$ cat src/rtl/wp_pkg.sv
package wp_pkg;
  typedef enum logic {
    CFG_ADD = 1'b0,
    CFG_DEL = 1'b1
  } cfg_op_e;
endpackage

$ cat src/rtl/wp_slot.sv
module wp_slot #(
  parameter int ADDR_W = 32,
  localparam int EXT_W = ADDR_W + 1
) (
  input  logic              clk_i,
  input  logic              rst_ni,
  input  logic              load_i,
  input  logic              clear_i,
  input  logic [ADDR_W-1:0] cfg_base_i,
  input  logic [ADDR_W-1:0] cfg_len_i,
  input  logic [ADDR_W-1:0] cfg_last_i,
  input  logic              cfg_rd_en_i,
  input  logic              cfg_wr_en_i,
  input  logic              acc_valid_i,
  input  logic [ADDR_W-1:0] acc_addr_i,
  input  logic [EXT_W-1:0]  acc_last_i,
  input  logic              acc_write_i,
  output logic              valid_o,
  output logic [ADDR_W-1:0] base_o,
  output logic [ADDR_W-1:0] len_o,
  output logic              rd_en_o,
  output logic              wr_en_o,
  output logic              match_o
);
  logic [ADDR_W-1:0] last_q;
  logic              overlap, dir_ok;

  always_ff @(posedge clk_i or negedge rst_ni) begin
    if (!rst_ni) begin
      valid_o <= 1'b0;
      base_o  <= '0;
      len_o   <= '0;
      last_q  <= '0;
      rd_en_o <= 1'b0;
      wr_en_o <= 1'b0;
    end else if (load_i) begin
      valid_o <= 1'b1;
      base_o  <= cfg_base_i;
      len_o   <= cfg_len_i;
      last_q  <= cfg_last_i;
      rd_en_o <= cfg_rd_en_i;
      wr_en_o <= cfg_wr_en_i;
    end else if (clear_i) begin
      valid_o <= 1'b0;
    end
  end

  // inclusive ends; access end carries one extra bit so it cannot wrap
  assign overlap = !(({1'b0, acc_addr_i} > {1'b0, last_q}) ||
                     ({1'b0, base_o} > acc_last_i));
  assign dir_ok  = acc_write_i ? wr_en_o : rd_en_o;
  assign match_o = valid_o && acc_valid_i && overlap && dir_ok;

  logic [EXT_W-1:0] stored_end;
  assign stored_end = {1'b0, base_o} + {1'b0, len_o} - EXT_W'(1);

  assert_slot_range_R3: assert property (@(posedge clk_i) disable iff (!rst_ni)
    valid_o |-> (len_o != '0) && !stored_end[ADDR_W]);

  assert_load_clear_R8: assert property (@(posedge clk_i) disable iff (!rst_ni)
    !(load_i && clear_i));
endmodule

$ cat src/rtl/wp_cfg_ctrl.sv
module wp_cfg_ctrl
  import wp_pkg::*;
#(
  parameter int ADDR_W = 32,
  parameter int N_WP   = 4,
  localparam int EXT_W = ADDR_W + 1
) (
  input  logic              clk_i,
  input  logic              rst_ni,
  input  logic              cfg_valid_i,
  input  cfg_op_e           cfg_op_i,
  input  logic [ADDR_W-1:0] cfg_base_i,
  input  logic [ADDR_W-1:0] cfg_len_i,
  input  logic              cfg_rd_en_i,
  input  logic              cfg_wr_en_i,
  input  logic [N_WP-1:0]   slot_valid_i,
  input  logic [ADDR_W-1:0] slot_base_i [N_WP],
  input  logic [ADDR_W-1:0] slot_len_i  [N_WP],
  input  logic [N_WP-1:0]   slot_rd_en_i,
  input  logic [N_WP-1:0]   slot_wr_en_i,
  output logic [ADDR_W-1:0] cfg_last_o,
  output logic [N_WP-1:0]   load_o,
  output logic [N_WP-1:0]   clear_o,
  output logic              done_o,
  output logic              err_o
);
  logic [EXT_W-1:0] end_ext;
  logic             range_ok;
  logic [N_WP-1:0]  free_first, same_first;
  logic             any_free, any_same;

  assign end_ext    = {1'b0, cfg_base_i} + {1'b0, cfg_len_i} - EXT_W'(1);
  assign range_ok   = (cfg_len_i != '0) && !end_ext[ADDR_W];
  assign cfg_last_o = end_ext[ADDR_W-1:0];

  always_comb begin
    free_first = '0;
    same_first = '0;
    any_free   = 1'b0;
    any_same   = 1'b0;
    for (int i = 0; i < N_WP; i++) begin
      if (!slot_valid_i[i] && !any_free) begin
        free_first[i] = 1'b1;
        any_free      = 1'b1;
      end
      if (slot_valid_i[i] && !any_same &&
          slot_base_i[i] == cfg_base_i && slot_len_i[i] == cfg_len_i &&
          slot_rd_en_i[i] == cfg_rd_en_i && slot_wr_en_i[i] == cfg_wr_en_i) begin
        same_first[i] = 1'b1;
        any_same      = 1'b1;
      end
    end
  end

  logic add_ok, del_ok;
  assign add_ok  = cfg_valid_i && cfg_op_i == CFG_ADD && range_ok && any_free;
  assign del_ok  = cfg_valid_i && cfg_op_i == CFG_DEL && any_same;
  assign load_o  = add_ok ? free_first : '0;
  assign clear_o = del_ok ? same_first : '0;

  always_ff @(posedge clk_i or negedge rst_ni) begin
    if (!rst_ni) begin
      done_o <= 1'b0;
      err_o  <= 1'b0;
    end else begin
      done_o <= add_ok || del_ok;
      err_o  <= cfg_valid_i && !(add_ok || del_ok);
    end
  end

  assert_status_excl_R4: assert property (@(posedge clk_i) disable iff (!rst_ni)
    $onehot0({done_o, err_o}));

  assert_bad_range_R3: assert property (@(posedge clk_i) disable iff (!rst_ni)
    cfg_valid_i && cfg_op_i == CFG_ADD && cfg_len_i == '0 |=> err_o);

  assert_single_load_R4: assert property (@(posedge clk_i) disable iff (!rst_ni)
    $onehot0(load_o) && $onehot0(clear_o));
endmodule

$ cat src/rtl/wp_hit_rec.sv
module wp_hit_rec #(
  parameter int ADDR_W = 32,
  parameter int N_WP   = 4,
  localparam int IDX_W = (N_WP > 1) ? $clog2(N_WP) : 1
) (
  input  logic              clk_i,
  input  logic              rst_ni,
  input  logic [N_WP-1:0]   match_i,
  input  logic [ADDR_W-1:0] acc_addr_i,
  input  logic              acc_write_i,
  input  logic              ack_i,
  output logic              hit_o,
  output logic              active_o,
  output logic [IDX_W-1:0]  idx_o,
  output logic              rd_o,
  output logic              wr_o,
  output logic [ADDR_W-1:0] addr_o
);
  logic [IDX_W-1:0] sel;
  logic             any, take;

  always_comb begin
    sel = '0;
    any = 1'b0;
    for (int i = N_WP - 1; i >= 0; i--) begin
      if (match_i[i]) begin
        sel = IDX_W'(i);
        any = 1'b1;
      end
    end
  end

  assign take = any && (!active_o || ack_i);

  always_ff @(posedge clk_i or negedge rst_ni) begin
    if (!rst_ni) begin
      hit_o    <= 1'b0;
      active_o <= 1'b0;
      idx_o    <= '0;
      rd_o     <= 1'b0;
      wr_o     <= 1'b0;
      addr_o   <= '0;
    end else begin
      hit_o <= take;
      if (take) begin
        active_o <= 1'b1;
        idx_o    <= sel;
        rd_o     <= !acc_write_i;
        wr_o     <= acc_write_i;
        addr_o   <= acc_addr_i;
      end else if (ack_i) begin
        active_o <= 1'b0;
        idx_o    <= '0;
        rd_o     <= 1'b0;
        wr_o     <= 1'b0;
        addr_o   <= '0;
      end
    end
  end

  assert_hit_record_R6: assert property (@(posedge clk_i) disable iff (!rst_ni)
    hit_o |-> active_o && (rd_o != wr_o));

  assert_hold_R7: assert property (@(posedge clk_i) disable iff (!rst_ni)
    active_o && !ack_i |=> !hit_o && $stable(idx_o) && $stable(addr_o) && $stable(rd_o));

  assert_ack_clear_R10: assert property (@(posedge clk_i) disable iff (!rst_ni)
    ack_i && (match_i == '0) |=> !active_o && !rd_o && !wr_o);

  assert_prio_R9: assert property (@(posedge clk_i) disable iff (!rst_ni)
    take && match_i[0] |=> idx_o == '0);
endmodule

$ cat src/rtl/wp_unit.sv
module wp_unit
  import wp_pkg::*;
#(
  parameter int ADDR_W = 32,
  parameter int SIZE_W = 4,
  parameter int N_WP   = 4,
  localparam int IDX_W = (N_WP > 1) ? $clog2(N_WP) : 1,
  localparam int EXT_W = ADDR_W + 1
) (
  input  logic              clk_i,
  input  logic              rst_ni,
  input  logic              cfg_valid_i,
  input  logic              cfg_del_i,
  input  logic [ADDR_W-1:0] cfg_base_i,
  input  logic [ADDR_W-1:0] cfg_len_i,
  input  logic              cfg_rd_en_i,
  input  logic              cfg_wr_en_i,
  output logic              cfg_done_o,
  output logic              cfg_err_o,
  input  logic              acc_valid_i,
  input  logic [ADDR_W-1:0] acc_addr_i,
  input  logic [SIZE_W-1:0] acc_size_i,
  input  logic              acc_write_i,
  input  logic              ack_i,
  output logic              hit_o,
  output logic              hit_active_o,
  output logic [IDX_W-1:0]  hit_idx_o,
  output logic              hit_read_o,
  output logic              hit_write_o,
  output logic [ADDR_W-1:0] hit_addr_o
);
  logic [N_WP-1:0]   slot_valid, slot_rd, slot_wr, slot_match, load, clear;
  logic [ADDR_W-1:0] slot_base [N_WP];
  logic [ADDR_W-1:0] slot_len  [N_WP];
  logic [ADDR_W-1:0] cfg_last;
  logic [EXT_W-1:0]  acc_last;
  logic              acc_live;
  cfg_op_e           cfg_op;

  assign cfg_op   = cfg_del_i ? CFG_DEL : CFG_ADD;
  assign acc_live = acc_valid_i && (acc_size_i != '0);
  assign acc_last = {1'b0, acc_addr_i} + EXT_W'(acc_size_i) - EXT_W'(1);

  wp_cfg_ctrl #(.ADDR_W(ADDR_W), .N_WP(N_WP)) i_cfg (
    .clk_i, .rst_ni,
    .cfg_valid_i, .cfg_op_i(cfg_op), .cfg_base_i, .cfg_len_i,
    .cfg_rd_en_i, .cfg_wr_en_i,
    .slot_valid_i(slot_valid), .slot_base_i(slot_base), .slot_len_i(slot_len),
    .slot_rd_en_i(slot_rd), .slot_wr_en_i(slot_wr),
    .cfg_last_o(cfg_last), .load_o(load), .clear_o(clear),
    .done_o(cfg_done_o), .err_o(cfg_err_o)
  );

  for (genvar g = 0; g < N_WP; g++) begin : g_slot
    wp_slot #(.ADDR_W(ADDR_W)) i_slot (
      .clk_i, .rst_ni,
      .load_i(load[g]), .clear_i(clear[g]),
      .cfg_base_i, .cfg_len_i, .cfg_last_i(cfg_last),
      .cfg_rd_en_i, .cfg_wr_en_i,
      .acc_valid_i(acc_live), .acc_addr_i, .acc_last_i(acc_last), .acc_write_i,
      .valid_o(slot_valid[g]), .base_o(slot_base[g]), .len_o(slot_len[g]),
      .rd_en_o(slot_rd[g]), .wr_en_o(slot_wr[g]), .match_o(slot_match[g])
    );
  end

  wp_hit_rec #(.ADDR_W(ADDR_W), .N_WP(N_WP)) i_rec (
    .clk_i, .rst_ni,
    .match_i(slot_match), .acc_addr_i, .acc_write_i, .ack_i,
    .hit_o, .active_o(hit_active_o), .idx_o(hit_idx_o),
    .rd_o(hit_read_o), .wr_o(hit_write_o), .addr_o(hit_addr_o)
  );

  assert_zero_size_R11: assert property (@(posedge clk_i) disable iff (!rst_ni)
    acc_valid_i && acc_size_i == '0 && !hit_active_o |=> !hit_o);

  assert_dir_gate_R5: assert property (@(posedge clk_i) disable iff (!rst_ni)
    hit_o |-> hit_write_o == $past(acc_write_i));
endmodule

$ cat config.mk
export PLATFORM = sky130hd
export DESIGN_NAME = wp_unit
export DESIGN_NICKNAME = d
export VERILOG_FILES = /design/src/rtl/wp_pkg.sv /design/src/rtl/wp_slot.sv /design/src/rtl/wp_cfg_ctrl.sv /design/src/rtl/wp_hit_rec.sv /design/src/rtl/wp_unit.sv
export SDC_FILE = /design/constraint.sdc
export NUM_CORES = 1
export LEC_CHECK = 0
export BUFFER_PORTS_ARGS = -buffer_cell sky130_fd_sc_hd__clkbuf_2
export CAP_MARGIN = 25
export CORE_UTILIZATION = 57
export CTS_CLUSTER_DIAMETER = 100
export DETAILED_ROUTE_END_ITERATION = 16
export GPL_TIMING_DRIVEN = 0
export PLACE_DENSITY_LB_ADDON = 0.12
export SLEW_MARGIN = 40
export SYNTH_ARGS = -nofsm -noshare
export SYNTH_HDL_FRONTEND = slang
export SYNTH_SLANG_ARGS = --single-unit
export TNS_END_PERCENT = 100
$ cat constraint.sdc
create_clock -name clk_i -period 3.2 [get_ports clk_i]
set_clock_uncertainty 0.1 [all_clocks]
set_input_delay 0.64 -clock clk_i [delete_from_list [all_inputs] [get_ports clk_i]]
set_output_delay 0.64 -clock clk_i [all_outputs]
set_load 0.02 [all_outputs]
Word level (Yosys, flattened, before mapping)
Index checks and enable logic that the tools add are counted.
{"block": "word_totals", "wordCells": 178, "input_bits": 109, "regBits": 436}
{"block": "classes", "eq_ne": 16, "add_sub_neg": 4, "mux": 45, "order_cmp": 8, "bitwise": 1, "n_reduce_logical": 72}
{"cell": "32-bit equality test", "count": 8}
{"cell": "32-bit by 33-bit greater-than comparator with 1-bit output", "count": 4}
{"cell": "32-bit greater-than comparator", "count": 4}
{"cell": "33-bit by 1-bit subtractor with 33-bit output (second input constant)", "count": 2}
{"cell": "32-bit two-way mux", "count": 2}
{"cell": "1-bit logical AND", "count": 43}
{"cell": "1-bit two-way mux", "count": 35}
{"cell": "32-bit by 32-bit adder with 33-bit output", "count": 1}
{"cell": "32-bit by 4-bit adder with 33-bit output", "count": 1}
{"cell": "32-bit nonzero test", "count": 1}
{"cell": "1-bit zero test", "count": 16}
{"cell": "2-bit two-way mux", "count": 6}
{"cell": "2-bit nonzero test", "count": 5}
{"cell": "1-bit equality test", "count": 8}
{"cell": "4-bit two-way mux", "count": 2}
{"cell": "1-bit logical OR", "count": 6}
{"cell": "4-bit nonzero test", "count": 1}
{"cell": "1-bit inverter", "count": 1}

Depth between registers and ports, before layout
{"block": "depth", "word_depth": 31, "mapped_depth": 29, "depth_no_buf": 27}

Modules after synthesis
A second synthesis with hierarchy kept.
{"block": "hier_totals", "cells_unflattened": 3150, "hier_area_um2": 30361.6}
{"mod": "wp_slot", "cells_each": 479, "area_each_um2": 5227.5, "instances": 4}
{"mod": "wp_cfg_ctrl", "cells_each": 837, "area_each_um2": 5850.6, "instances": 1}
{"mod": "wp_unit", "cells_each": 272, "area_each_um2": 1914.3, "instances": 1}
{"mod": "wp_hit_rec", "cells_each": 125, "area_each_um2": 1686.6, "instances": 1}

Worst setup path before layout
No wires, ideal clock.
{"block": "synth_timing", "path_kind": "input to register", "from": "input port acc_addr_i[1]", "to": "register i_rec.wr_o", "t_arrival_ps": 5757, "n_path_buf": 1, "t_required_ps": 2972, "slack_ps": -2784, "setup_time_ps": 128, "cell_stages": 26, "cell_sequence": "inv_1 ha_1 inv_1 ha_1 inv_1 fa_1 nor2b_1 o21ai_0 a21oi_1 o211a_1 o21a_1 o21a_1 o21ai_0 a21boi_0 nor4_1 a311oi_1 ha_1 a21o_1 a211o_1 o32a_1 maj3_1 a211o_1 a31oi_1 o41ai_2 buf_6 mux2_1"}
{"block": "synth_between", "elab_chain_cells": 13, "word_cells_on_any_way": 33, "cone_classes": "add/sub (2); order compare (8); mux (5); reduce/logical (18)"}
{"element": "start, declared", "line_no": "wp_unit.sv:21", "rtl": "input logic [ADDR_W-1:0] acc_addr_i,"}
{"element": "32-bit by 4-bit adder with 33-bit output", "line_no": "wp_unit.sv:42", "rtl": "assign acc_last = {1'b0, acc_addr_i} + EXT_W'(acc_size_i) - EXT_W'(1);"}
{"element": "33-bit by 1-bit subtractor with 33-bit output", "line_no": "wp_unit.sv:42"}
{"element": "32-bit by 33-bit greater-than comparator with 1-bit output", "line_no": "wp_slot.sv:50", "rtl": "({1'b0, base_o} > acc_last_i));"}
{"element": "1-bit logical OR", "line_no": "wp_slot.sv:49", "rtl": "assign overlap = !(({1'b0, acc_addr_i} > {1'b0, last_q}) ||"}
{"element": "1-bit zero test", "line_no": "wp_slot.sv:49"}
{"element": "1-bit logical AND (2 in a row)", "line_no": "wp_slot.sv:52", "rtl": "assign match_o = valid_o && acc_valid_i && overlap && dir_ok;"}
{"element": "1-bit two-way mux (3 in a row)", "line_no": "wp_hit_rec.sv:26", "rtl": "if (match_i[i]) begin"}
{"element": "1-bit two-way mux *", "line_no": "wp_hit_rec.sv:26"}
{"element": "1-bit logical AND *", "line_no": "wp_hit_rec.sv:33", "rtl": "assign take = any && (!active_o || ack_i);"}
{"element": "1-bit two-way mux or 2-bit nonzero test (tied branches)"}
{"element": "end signal, assigned", "line_no": "wp_hit_rec.sv:49", "rtl": "wr_o <= acc_write_i;"}
{"element": "end, declared", "line_no": "wp_hit_rec.sv:16", "rtl": "output logic wr_o,"}
Mark *: on every way between the ends. The rest lies on a longest branch, timed or not.
A chain may end at the register's enable or synchronous reset.

Worst setup path after layout
{"block": "layout_timing", "from": "input port acc_addr_i[11]", "to": "register i_rec.addr_o[20]"}
{"block": "layout_between", "elab_chain_cells": 13, "word_cells_on_any_way": 33, "cone_classes": "add/sub (2); order compare (8); mux (5); reduce/logical (18)"}
{"element": "32-bit by 4-bit adder with 33-bit output", "line_no": "wp_unit.sv:42"}
{"element": "33-bit by 1-bit subtractor with 33-bit output", "line_no": "wp_unit.sv:42"}
{"element": "32-bit by 33-bit greater-than comparator with 1-bit output", "line_no": "wp_slot.sv:50"}
{"element": "1-bit logical OR", "line_no": "wp_slot.sv:49"}
{"element": "1-bit zero test", "line_no": "wp_slot.sv:49"}
{"element": "1-bit logical AND (2 in a row)", "line_no": "wp_slot.sv:52"}
{"element": "1-bit two-way mux (3 in a row)", "line_no": "wp_hit_rec.sv:26"}
{"element": "1-bit two-way mux *", "line_no": "wp_hit_rec.sv:26"}
{"element": "1-bit logical AND *", "line_no": "wp_hit_rec.sv:33"}
{"element": "32-bit two-way mux or 2-bit nonzero test (tied branches)"}
{"element": "end signal, assigned", "line_no": "wp_hit_rec.sv:50", "rtl": "addr_o <= acc_addr_i;"}
{"element": "end, declared", "line_no": "wp_hit_rec.sv:17", "rtl": "output logic [ADDR_W-1:0] addr_o"}
Marks and branches as above.

==> qor.txt <==
syn_nets - 3404
Crit Path Class - in2reg
floorplan core area - 0.0526 mm^2
post-synthesis instance total - 2943
Post-DRT Antenna Nets - 0
Final Core Density - 75.2%
placed cell area - 0.0339 mm^2
synth-to-layout area growth - 30.7%
synth warn - 0
endpoint type of the worst setup path - register
port bufs - 82
post-synthesis sequential area ratio - 36.1%
Leakage - 20.3 nW
largest net degree at the start of global routing - 70
antenna violations before repair - 3
critical path's largest stage delay - 0.53 ns
DIE AREA - 0.0540 mm^2
DR WL/cell - 31.0 um
global route overflow - 0
final setup margin - -2.82 ns
Syn Std Cell Area - 0.0303 mm^2
layout cells sized above 1 - 30.4%
CTS tree - yes
Final setup viols - 436
Design Area, Final - 0.0395 mm^2
Layout Cells excl Fill - 3979
IO Pins - 149
CP top delay family - simple AND/OR/NAND/NOR gates
vias per cell - 6.47
Initial Util - 57.6%
most used routing layer - met2
met3 Use GR - 9.22%
CTS Root Cell - clkbuf_16
worst-path maximum fanout - 6
gp weighted congestion - 1.04
worst path bufs/invs - 7
fill count - 3494
most frequent cells in the layout - dfrtp_1, inv_1, mux2_4, ha_1, xnor2_1
final setup TNS - -380.20 ns
number of distinct library cells after synthesis - 86
Die Ht - 232 um
area of the multi-input gates - 0.0198 mm^2
Detailed Routing Iterations Pass 1 - 5
clk_lat worst skew - 0.64 ns
clock-pin slew on the worst setup and hold paths - 0.06 ns
DPL Wire Length - 88.0 mm
RSZ-0062 raised after global routing - yes
critical path arrival - 6.46 ns
Max Clock Freq - 166 MHz
Die W - 232 um
max_cap viols - 0
Routed WL - 123 mm
overall power - 29.6 mW
layout net count - 3718
ys flop type - dfrtp_1
CTS Buf Count - 50
M2 GR Usage - 67.9%
CP startpoint kind - primary input
FF+latch count, synth - 436
Worst path slowest cell - or4b_4
Post-synth EDFFs - 0
DP Cell Count - 3723
Tot GR Track Use - 45.1%
Pins Over Slew Limit - 0
vias - 25700
worst rel slew slack - 40.6%
failing checks - setup timing
clk sinks - 436
DRT iter0 DRCs - 2487
WP data required - 3.65 ns
worst-margin pin slew - 0.885 ns
asr flop ratio synth - 100%
most common cell after layout, fill and taps aside - dfrtp_1
Core Rows - 84
worst min path class - in2reg
Post-route DRC - 0
pre-CTS WS - -4.62 ns
register area - 0.0109 mm^2
first-pass GRT wire length - 175 mm
Fin. Hold Viols - 0
status - complete, but fails checks
CTS Buffer Depth - 3
met1 Usage GRT - 58.2%
min cycle time layout - 6.02 ns
PD cells - 750 mW/mm^2
Peak VDD IR - 0.600 mV
vias in the first global route - 25700
H-tree levels - 2
Mapped Avg Cell Area - 10.3 um^2
worst-case hold slack - 0.199 ns
period utilization - 188%
==> cells in the mapped netlist (all sizes together), types with 14 or more instances <==
master / count / area share (%)
inv: 383 / 4.8
ha: 350 / 14
nor3: 33 / 0.55
a211oi: 16 / 0.40
nand2: 62 / 0.77
mux2i: 90 / 3.0
xnor2: 138 / 4.0
mux2: 340 / 13
o21ai: 86 / 1.4
o211ai: 14 / 0.35
nor2: 59 / 0.73
clkbuf: 80 / 0.99
a21o: 67 / 1.7
nand3: 56 / 0.93
buf: 46 / 0.99
o21a: 24 / 0.60
xor2: 121 / 3.5
nand4: 76 / 1.6
nor4: 61 / 1.3
nor2b: 26 / 0.54
a21oi: 121 / 2.0
dfrtp: 436 / 36
nand2b: 48 / 0.99
o22ai: 41 / 0.85
==> worst reg2reg max path, cell delays in order, from the launching register on <==
cell and delay [ns]:
dfrtp_1 0.37, inv_1 0.06, ha_1 0.29, nand4_1 0.30, o21ai_0 0.79, a2111oi_0 0.20, o2bb2ai_1 0.18, o21ai_0 0.60
a21oi_1 0.27, o41ai_2 0.50, buf_6 0.18, buf_12 0.11, buf_8 0.13, buf_12 0.13, mux2i_1 0.20
==> cells by family after synthesis <==
kind of cell / Yosys count / share of synthesized area, %
buffers and inverters: 510 / 6.75
AOI/OAI and AO/OA: 477 / 10.6
and+or+nand+nor: 477 / 8.77
DFF: 436 / 36.1
muxes: 430 / 15.6
adders and majority gates: 353 / 14.6
xor gates and xnor gates: 260 / 7.60
==> where the power goes <==
part / total (mW) / switching [mW] / internal (mW) / leakage (nW)
Combinational: 14.5 / 7.45 / 7.02 / 14.0
Clock: 5.84 / 2.59 / 3.25 / 0.800
Sequential: 9.34 / 1.82 / 7.52 / 5.43
Total: 29.6 / 11.9 / 17.8 / 20.3
==> final cells by class <==
type	instances	area share (%)
multi-input cells	1997	50.1
flip-flops and latches	436	27.6
repair buffers	274	8.03
plain buffers	114	4.05
inverters	384	3.93
clock buffers	66	3.54
well taps	688	2.18
clock inverters	19	0.522
diodes	1	0.00633
==> registers in the layout, indices dropped and copies added (netlist names) <==
| register | cells |
|---|---|
| i_cfg.done_o | 1 |
| g_slot.i_slot.last_q | 128 |
| g_slot.i_slot.valid_o | 4 |
| g_slot.i_slot.wr_en_o | 4 |
| g_slot.i_slot.base_o | 128 |
| i_rec.active_o | 1 |
| i_rec.rd_o | 1 |
| i_rec.hit_o | 1 |
| i_rec.wr_o | 1 |
| g_slot.i_slot.rd_en_o | 4 |
| i_rec.addr_o | 32 |
| i_rec.idx_o | 2 |
| g_slot.i_slot.len_o | 128 |
| i_cfg.err_o | 1 |
==> worst paths after layout <==
path,slack (ns),endpoint,cells after the start,from
worst max-delay path,-2.82,i_rec.addr_o[20],25,acc_addr_i[11]
worst min-delay path,0.20,g_slot[0].i_slot.valid_o,2,cfg_del_i
worst max register to register,-1.28,i_rec.addr_o[20],14,g_slot[2].i_slot.last_q[30]
worst min register to register,0.41,g_slot[1].i_slot.last_q[10],1,g_slot[1].i_slot.last_q[10]
max in group asynchronous,1.20,i_rec.addr_o[29],5,rst_ni
min in group asynchronous,0.43,g_slot[3].i_slot.base_o[7],2,rst_ni
==> timing repair <==
action,CTS,global route
setup endpoints to repair,436,436
buffers inserted,125,37
pin swaps,69,37
hold buffers,1,0
cloned,30,12
hold endpoints to repair,42,0
gates resized for setup,380,113
==> per-layer routing <==
layer  vias to the layer above  routed length (um)
li1                      11000                   -
met1                     13000               48700
met2                      1274               53400
met3                       412               11000
met4                         4               10000
met5                         -                  32
Power figures use the tool's default switching activity.
